[config.mk]
export PLATFORM = sky130hd
export DESIGN_NAME = acc_exec_core
export DESIGN_NICKNAME = d
export VERILOG_FILES = /design/src/rtl/acc_core_pkg.sv /design/src/rtl/acc_addsub.sv /design/src/rtl/acc_logic_unit.sv /design/src/rtl/acc_alu.sv /design/src/rtl/acc_register.sv /design/src/rtl/acc_exec_core.sv
export SDC_FILE = /design/constraint.sdc
export NUM_CORES = 1
export LEC_CHECK = 0
export ABC_AREA = 1
export BUFFER_PORTS_ARGS = -buffer_cell sky130_fd_sc_hd__buf_2
export CELL_PAD_IN_SITES_DETAIL_PLACEMENT = 0
export CELL_PAD_IN_SITES_GLOBAL_PLACEMENT = 1
export CORE_ASPECT_RATIO = 1.75
export CORE_MARGIN = 1
export CORE_UTILIZATION = 33
export CTS_BUF_LIST = sky130_fd_sc_hd__clkbuf_2
export CTS_CLUSTER_SIZE = 40
export DETAILED_ROUTE_END_ITERATION = 8
export GPL_ROUTABILITY_DRIVEN = 0
export MAX_ROUTING_LAYER = met4
export PLACE_DENSITY = 0.79
export SYNTH_ARGS = -nofsm -noshare
export SYNTH_HDL_FRONTEND = slang
export SYNTH_SLANG_ARGS = --single-unit
[constraint.sdc]
create_clock -name clk -period 5.5 [get_ports clk]
set_input_delay 1.1 -clock clk [delete_from_list [all_inputs] [get_ports clk]]
set_output_delay 1.1 -clock clk [all_outputs]
set_load 0.005 [all_outputs]
[src/rtl/acc_core_pkg.sv]
// Package: shared function codes for the accumulator execute core.
// Assumes a 2-bit function select; the codes are fixed by the core's interface.
package acc_core_pkg;

    typedef enum logic [1:0] {
        FN_ADD = 2'b00,
        FN_SUB = 2'b01,
        FN_AND = 2'b10,
        FN_OR  = 2'b11
    } alu_fn_e;

    // True when the function uses the adder path (codes with bit 1 clear).
    function automatic logic fn_is_arith(input alu_fn_e fn);
        return (fn == FN_ADD) || (fn == FN_SUB);
    endfunction

endpackage

[src/rtl/acc_addsub.sv]
// Module: acc_addsub
// A ripple adder/subtractor built from one full-adder slice per bit.
// For subtract it adds the inverted B plus one. The flag output is the carry
// for add and the borrow (inverted carry) for subtract.
// Assumes DW >= 1. The result is purely combinational.
module acc_addsub #(
    parameter int DW = 8
) (
    input  logic [DW-1:0] a,
    input  logic [DW-1:0] b,
    input  logic          sub,
    output logic [DW-1:0] sum,
    output logic          flag
);

    logic [DW:0]   carry;
    logic [DW-1:0] b_eff;

    // Purpose: the carry-in is the subtract's "+1".
    assign carry[0] = sub;

    genvar g;
    generate
        for (g = 0; g < DW; g++) begin : g_slice
            // Purpose: one full-adder slice with a conditional invert on B.
            always_comb begin
                b_eff[g]    = b[g] ^ sub;
                sum[g]      = a[g] ^ b_eff[g] ^ carry[g];
                carry[g+1]  = (a[g] & b_eff[g]) | (carry[g] & (a[g] ^ b_eff[g]));
            end
        end
    endgenerate

    // Purpose: report carry for add, borrow for subtract.
    assign flag = sub ? ~carry[DW] : carry[DW];

endmodule

[src/rtl/acc_logic_unit.sv]
// Module: acc_logic_unit
// Bitwise AND or OR of the two operands, chosen by sel_or.
// Assumes equal operand widths. Purely combinational.
module acc_logic_unit #(
    parameter int DW = 8
) (
    input  logic [DW-1:0] a,
    input  logic [DW-1:0] b,
    input  logic          sel_or,
    output logic [DW-1:0] res
);

    genvar g;
    generate
        for (g = 0; g < DW; g++) begin : g_bit
            // Purpose: per-bit choice between AND and OR.
            assign res[g] = sel_or ? (a[g] | b[g]) : (a[g] & b[g]);
        end
    endgenerate

endmodule

[src/rtl/acc_alu.sv]
// Module: acc_alu
// Four-function ALU: add, subtract, AND, OR. It drives the result, a zero
// flag and a carry/borrow flag. Bit 1 of the function code picks the logic
// path and bit 0 picks the sub-operation.
// Assumes the function codes from acc_core_pkg. Purely combinational.
module acc_alu
    import acc_core_pkg::*;
#(
    parameter int DW = 8
) (
    input  logic          clk,
    input  logic          rst_n,
    input  logic [DW-1:0] a,
    input  logic [DW-1:0] b,
    input  logic [1:0]    fsel,
    output logic [DW-1:0] res,
    output logic          zero,
    output logic          cy
);

    alu_fn_e       fn;
    logic [DW-1:0] arith_res;
    logic [DW-1:0] logic_res;
    logic          arith_flag;

    // Purpose: give the raw select its enumerated meaning.
    assign fn = alu_fn_e'(fsel);

    acc_addsub #(.DW(DW)) i_addsub (
        .a    (a),
        .b    (b),
        .sub  (fn == FN_SUB),
        .sum  (arith_res),
        .flag (arith_flag)
    );

    acc_logic_unit #(.DW(DW)) i_logic (
        .a      (a),
        .b      (b),
        .sel_or (fn == FN_OR),
        .res    (logic_res)
    );

    // Purpose: select the result path and form both flags.
    always_comb begin
        if (fn_is_arith(fn)) begin
            res = arith_res;
            cy  = arith_flag;
        end else begin
            res = logic_res;
            cy  = 1'b0;
        end
        zero = (res == '0);
    end

    // a logic function never reports carry
    a_r9_logic_no_carry: assert property (@(posedge clk) disable iff (!rst_n)
        fsel[1] |-> !cy);

    // an add with operand zero cannot carry
    a_r9_add_zero_no_carry: assert property (@(posedge clk) disable iff (!rst_n)
        (fsel == 2'b00 && b == '0) |-> (!cy && res == a));

endmodule

[src/rtl/acc_register.sv]
// Module: acc_register
// The accumulator storage. Synchronous active-low reset, synchronous clear
// with priority over load, and hold when neither is active.
// Assumes one clock domain.
module acc_register #(
    parameter int DW = 8
) (
    input  logic          clk,
    input  logic          rst_n,
    input  logic          clr,
    input  logic          ld,
    input  logic [DW-1:0] d,
    output logic [DW-1:0] q
);

    // Purpose: update the accumulator: reset, then clear, then load, else hold.
    always_ff @(posedge clk) begin
        if (!rst_n) begin
            q <= '0;
        end else if (clr) begin
            q <= '0;
        end else if (ld) begin
            q <= d;
        end
    end

endmodule

[src/rtl/acc_exec_core.sv]
// Module: acc_exec_core (top)
// The accumulator drives ALU input A, the operand drives input B, and the
// ALU result returns to the accumulator on a load strobe. Clear overrides load.
// The zero and carry flags describe the result that a load would write.
// Assumes synchronous use: inputs are stable around the rising edge.
module acc_exec_core #(
    parameter int DW = 8
) (
    input  logic          clk,
    input  logic          rst_n,
    input  logic          clr,
    input  logic          ld,
    input  logic [1:0]    fsel,
    input  logic [DW-1:0] opnd,
    output logic [DW-1:0] acc,
    output logic          zero,
    output logic          cy
);

    logic [DW-1:0] alu_res;

    acc_alu #(.DW(DW)) i_alu (
        .clk   (clk),
        .rst_n (rst_n),
        .a     (acc),
        .b     (opnd),
        .fsel  (fsel),
        .res   (alu_res),
        .zero  (zero),
        .cy    (cy)
    );

    acc_register #(.DW(DW)) i_acc (
        .clk   (clk),
        .rst_n (rst_n),
        .clr   (clr),
        .ld    (ld),
        .d     (alu_res),
        .q     (acc)
    );

    // no load and no clear means the accumulator holds
    a_r6_hold: assert property (@(posedge clk) disable iff (!rst_n)
        (!ld && !clr) |=> $stable(acc));

    // clear empties the accumulator regardless of the load strobe
    a_r7_clear: assert property (@(posedge clk) disable iff (!rst_n)
        clr |=> (acc == '0));

    // a load commits the ALU result that was presented
    a_r2_load: assert property (@(posedge clk) disable iff (!rst_n)
        (ld && !clr) |=> (acc == $past(alu_res)));

    // the zero flag before a load predicts a zero accumulator after it
    a_r8_zero_predicts: assert property (@(posedge clk) disable iff (!rst_n)
        (ld && !clr) |=> ((acc == '0) == $past(zero)));

    // subtract loads the wrapped difference
    a_r3_sub: assert property (@(posedge clk) disable iff (!rst_n)
        (ld && !clr && fsel == 2'b01) |=> (acc == DW'($past(acc) - $past(opnd))));

endmodule

---- Word level (Yosys, flattened, before mapping) ----
Index checks and enable logic that the tools add are counted.
cells by class
  $add $sub $neg .......................... 0
  multipliers ............................. 0
  div/mod/pow operators ................... 0
  order comparisons ....................... 0
  equality and inequality tests ........... 2
  shifts and indexed selects .............. 0
  muxes and demuxes ....................... 11
  bitwise gates (word level) .............. 66
  reduce and logical (&&, ||, !) cells .... 4
operators with widths
  cell                number
  $and 1x1->1         24
  $xor 1x1->1         24
  $or 1x1->1          16
  $mux 1              10
  $logic_not 8->1     1
  $mux 8              1
  $eq 2x1->1 const B  1
  $eq 2x2->1 const B  1
  $logic_not 2->1     1
  $not 1->1           2
  $reduce_or 2->1     1
  $logic_or 1x1->1    1
storage, ports and cells
  register bits after elaboration ......... 8
  bits in latches ......................... 0
  memory bits (writable) .................. 0
  ROM bits ................................ 0
  bits of input ports ..................... 14
  word-level logic and storage cells ...... 84
  memories ................................ 0

---- Longest topological paths before layout ----
  depth after elaboration ................. 22
  depth in mapped cells ................... 18

---- Modules after synthesis ----
From an unflattened synthesis, not the netlist that was laid out.
unflattened totals
  cells, all modules ...................... 163
  area, all modules ....................... 915.9 µm²
modules (own cells, without submodules)
  module          instances  cells an instance  area an instance (µm²)  seq. area each (µm²)
  acc_addsub      1          62                 354.1                   0.0
  acc_register    1          36                 282.8                   160.2
  acc_alu         1          39                 171.4                   0.0
  acc_logic_unit  1          26                 107.6                   0.0

---- Least setup slack after synthesis ----
Ideal clock, no wire load.
  kind .................................... in2out
  start point ............................. input port fsel[1]
  end point ............................... output port zero
  arrival time ............................ 4.535 ns
  slack ................................... -0.135 ns
  stages .................................. 17
  buffers on the path ..................... 0
  cells stage by stage .................... inv_1 -> nand2_2 -> xor2_1 -> fa_1 -> fa_1 -> fa_1 -> inv_1 -> fa_1 -> inv_1 -> fa_1 -> fa_1 -> fa_1 -> or2_2 -> nand2_1 -> nor2_1 -> nand2_1 -> nor2_1
between the ends
  longest elaborated chain between the ends .. 20
ends and longest elaborated chain
  element            line                                source
  from (decl)        acc_exec_core.sv:13                 input logic [1:0] fsel,
  $eq 2x1->1         acc_core_pkg.sv:14, acc_alu.sv:32
  $xor 1x1->1        acc_addsub.sv:27                    b_eff[g] = b[g] ^ sub;
  $xor 1x1->1        acc_addsub.sv:28, acc_addsub.sv:29
  $and 1x1->1        acc_addsub.sv:29                    carry[g+1] = (a[g] & b_eff[g]) | (carry[g] & (a[g] ^ b_eff[g]));
  $or 1x1->1         acc_addsub.sv:29
  $and 1x1->1        acc_addsub.sv:29
  $or 1x1->1         acc_addsub.sv:29
  $and 1x1->1        acc_addsub.sv:29
  [... 4 more ...]   -
  $or 1x1->1         acc_addsub.sv:29
  $and 1x1->1        acc_addsub.sv:29
  $or 1x1->1         acc_addsub.sv:29
  $and 1x1->1        acc_addsub.sv:29
  $or 1x1->1         acc_addsub.sv:29
  $xor 1x1->1        acc_addsub.sv:28                    sum[g] = a[g] ^ b_eff[g] ^ carry[g];
  $mux 8 *           acc_alu.sv:46                       if (fn_is_arith(fn)) begin
  $logic_not 8->1 *  acc_alu.sv:53                       zero = (res == '0);
  to (decl)          acc_exec_core.sv:16                 output logic zero,
Mark *: on every way between the ends. The rest lies on a longest branch, timed or not.

---- Worst setup path in the final report ----
Same ends and word-level chain as after synthesis.

==> metrics <==
status=finished with violations; violated checks=setup timing; Int Power=0.1094 mW; total setup buffers inserted after CTS=0; nets@finish=190; Worst-Skew Late Latency=0.26 ns; clock sink count=8; critical path's slowest cell=fa_1; power share of the combinational group=0.425; Setup Skew=0.003355 ns; DR WL/cell=11.52 um; largest family of logic cells by synthesized area=simple AND/OR/NAND/NOR gates; Core ar.=2462 um2; Worst Hold Class=reg2reg; ant diodes=0; gr ovfl total=0; CTS tree=yes; DRT iter0 DRCs=38; Top reg by flops=i_acc.q; clk slew on worst S/H paths=0.09 ns; Max Slew Vio Count=0; All-Layer GR Usage=0.1914; placed cell area=1062 um2; largest net degree at the start of global routing=17; fillers=275; DR vias=906; number of I/O port buffers=23; syn_nets=156; Simple-Gate Fraction of Synth Area=0.2891; min Tclk post-route=5.674 ns; most frequent CP cell=fa_2; Synth area leader=dfxtp_1; Post-synth top cells=37 x nand2_1, 29 x inv_1, 9 x o21ai_0; Die ar.=2813 um2; CP bufs+invs=5; Root Buffer=clkbuf_2; share of the synthesized netlist area taken by xor and xnor gates=0.08175; number of synthesized flops with an enable pin=0; max reg flops=8; period utilisation layout=1.032; clock network fraction of total power=0.223; arrival time worst endpoint=4.57 ns; Die H=69.42 um; ys flop type=dfxtp_1; clk buf depth=2; DR vias/cell=4.743; Routed Wire Length=2.200 mm; worst path cell trace=buf_2, clkinvlp_4, nand2_4, xor2_1, fa_2, fa_2, fa_2, inv_1, fa_1, inv_1, fa_2, fa_2, fa_1, or2_4, nand2_2, nor2_1, nand2_1, nor2_1, buf_2; # DRC=0; share of flip-flops with an asynchronous set or reset=0; Synth top area share=0.1869; Netlist cell types=16; Max Clk Rate=176.3 MHz; Hold Vio Cnt, Final=0; Power Density=164.6 nW/um2; layout cell share with drive strength beyond 1=0.2848; Syn Inst Count=133; Die X-Extent=40.53 um; Num CTS Buffers=3; Crit Path Max Fanout=4; crit-path max cell delay=0.49 ns; fin cells=191; hpwl dp=1.753 mm; Post-Synth Adder-Cell Area=0.1927; Top-Level Pins=24; sw power=0.07002 mW; Setup CP Type=in2out; Peak VDD IR=0.09573 mV; Slew headroom=0.7050; synthesized cell area=857.1 um2; first-pass GRT wire length=3.629 mm; Largest regs=i_acc.q (8); dpl ws=-0.3135 ns; drt pass-1 iters=5; number of max-cap violations=0; Placed Cells incl. Taps=188; sw frac=0.3903; top post-synthesis cells by area=dfxtp_1 19%, fa_1 16%, nand2_1 16%, inv_1 13%, xor2_1 8.2%; Final WS setup=-0.1736 ns; Seq/Total Area, Yosys=0.1869; Initial Util=0.3481; Synth Area per Inst=6.444 um2; Sequential Power Share=0.352; Synth Area in Compound Gates=0.09927; final instance area=1090 um2; Setup Viol. Count Final=1; worst slew pin tran=0.4420 ns; most frequent cell after synthesis=nand2_1; Area growth, synth to finish=27.15%; row cnt=24; leakage=0.6293 nW; ANT nets after route=0; H-tree Lvls=1; CP required=4.40 ns; mux cell area share after synthesis=0; Yosys reg bits=8; Worst Setup End Kind=primary output; initial antenna violation count=0; crit start category=input port; vias in the first global route=862; yosys warns=0; cell family contributing the most delay on the critical path=adder cells; RSZ-0062 raised after global routing=yes
what timing repair did:
action / 4_1_cts / 5_1_grt
hold buffers: 0 / 0
endpoints found under the setup margin: 2 / 2
gates resized for setup: 2 / 3
final timing paths:
| check | from | endpoint | slack [ns] | cells past startpoint |
|---|---|---|---|---|
| min reg2reg | i_acc.q[0]$_SDFFE_PP0P_ | i_acc.q[0]$_SDFFE_PP0P_ | 0.63 | 4 |
| max | fsel[1] | zero | -0.17 | 19 |
| min | i_acc.q[0]$_SDFFE_PP0P_ | i_acc.q[0]$_SDFFE_PP0P_ | 0.63 | 4 |
| max reg2reg | i_acc.q[0]$_SDFFE_PP0P_ | i_acc.q[7]$_SDFFE_PP0P_ | 1.94 | 14 |
layout make-up:
class	instances	area [um2]	area share
clock buffer	3	15.01	0.01378
tap	26	32.53	0.02985
inverter	30	116.4	0.1068
multi-input combinational	93	590.6	0.5419
timing repair buffer	31	175.2	0.1607
sequential	8	160.2	0.1470
tightest hold or removal path: cells and delay by family, from the launching register on:
kind | cells | cell delay [ns]
flip-flops | 1 | 0.35
buffers and inverters | 2 | 0.12
AO/OA/AOI/OAI | 2 | 0.12
cell families (layout without fill, tap and decap cells):
logic type                 after synthesis  in the layout
AOI/OAI and AO/OA                       17             17
xor gates and xnor gates                 8              8
adders and majority gates                9              9
buffers and inverters                   32             64
DFF                                      8              8
and+or+nand+nor                         59             59
power groups by stage:
stage / Sequential, mW / Clock (mW) / Combinational [mW]
6_report: 0.0631 / 0.0400 / 0.0763
5_1_grt: 0.0636 / 0.0417 / 0.0885
4_1_cts: 0.0631 / 0.0393 / 0.0751
3_5_place_dp: 0.0645 / 0 / 0.0741
3_3_place_gp: 0.0643 / 0 / 0.0715
2_1_floorplan: 0.0645 / 0 / 0.0467
stage by stage:
step | hold WS (ns) | utilization | TNS (ns) | power [mW]
final | 0.6329 | 0.4426 | -0.1736 | 0.1794
after global routing | 0.7024 | 0.4426 | -0.3031 | 0.1937
after CTS | 0.6395 | 0.4395 | -0.2048 | 0.1775
after detailed placement | 0.6238 | 0.4314 | -0.3336 | 0.1385
after global placement | 0.6113 | 0.4314 | -0.2325 | 0.1358
after floorplan | 0.5820 | - | 0 | 0.1112
cells in the final DEF (no fill, tap or decap), drive strengths merged, types with 7 or more instances in the layout:
cell type   n
inv        29
nor2        8
dfxtp       8
buf        31
nand2      38
nand3       7
fa          7
a21oi       8
o21ai       9
xor2        8
per-layer routing:
metal | global-route usage | vias to the layer above | wire (um)
met5 | - | - | 0
met4 | 0.07407 | 0 | 32
met3 | 0.02244 | 4 | 101
met2 | 0.3280 | 25 | 1226
met1 | 0.2058 | 420 | 840
li1 | - | 457 | -
No activity file was read; power rests on OpenSTA's default activity.
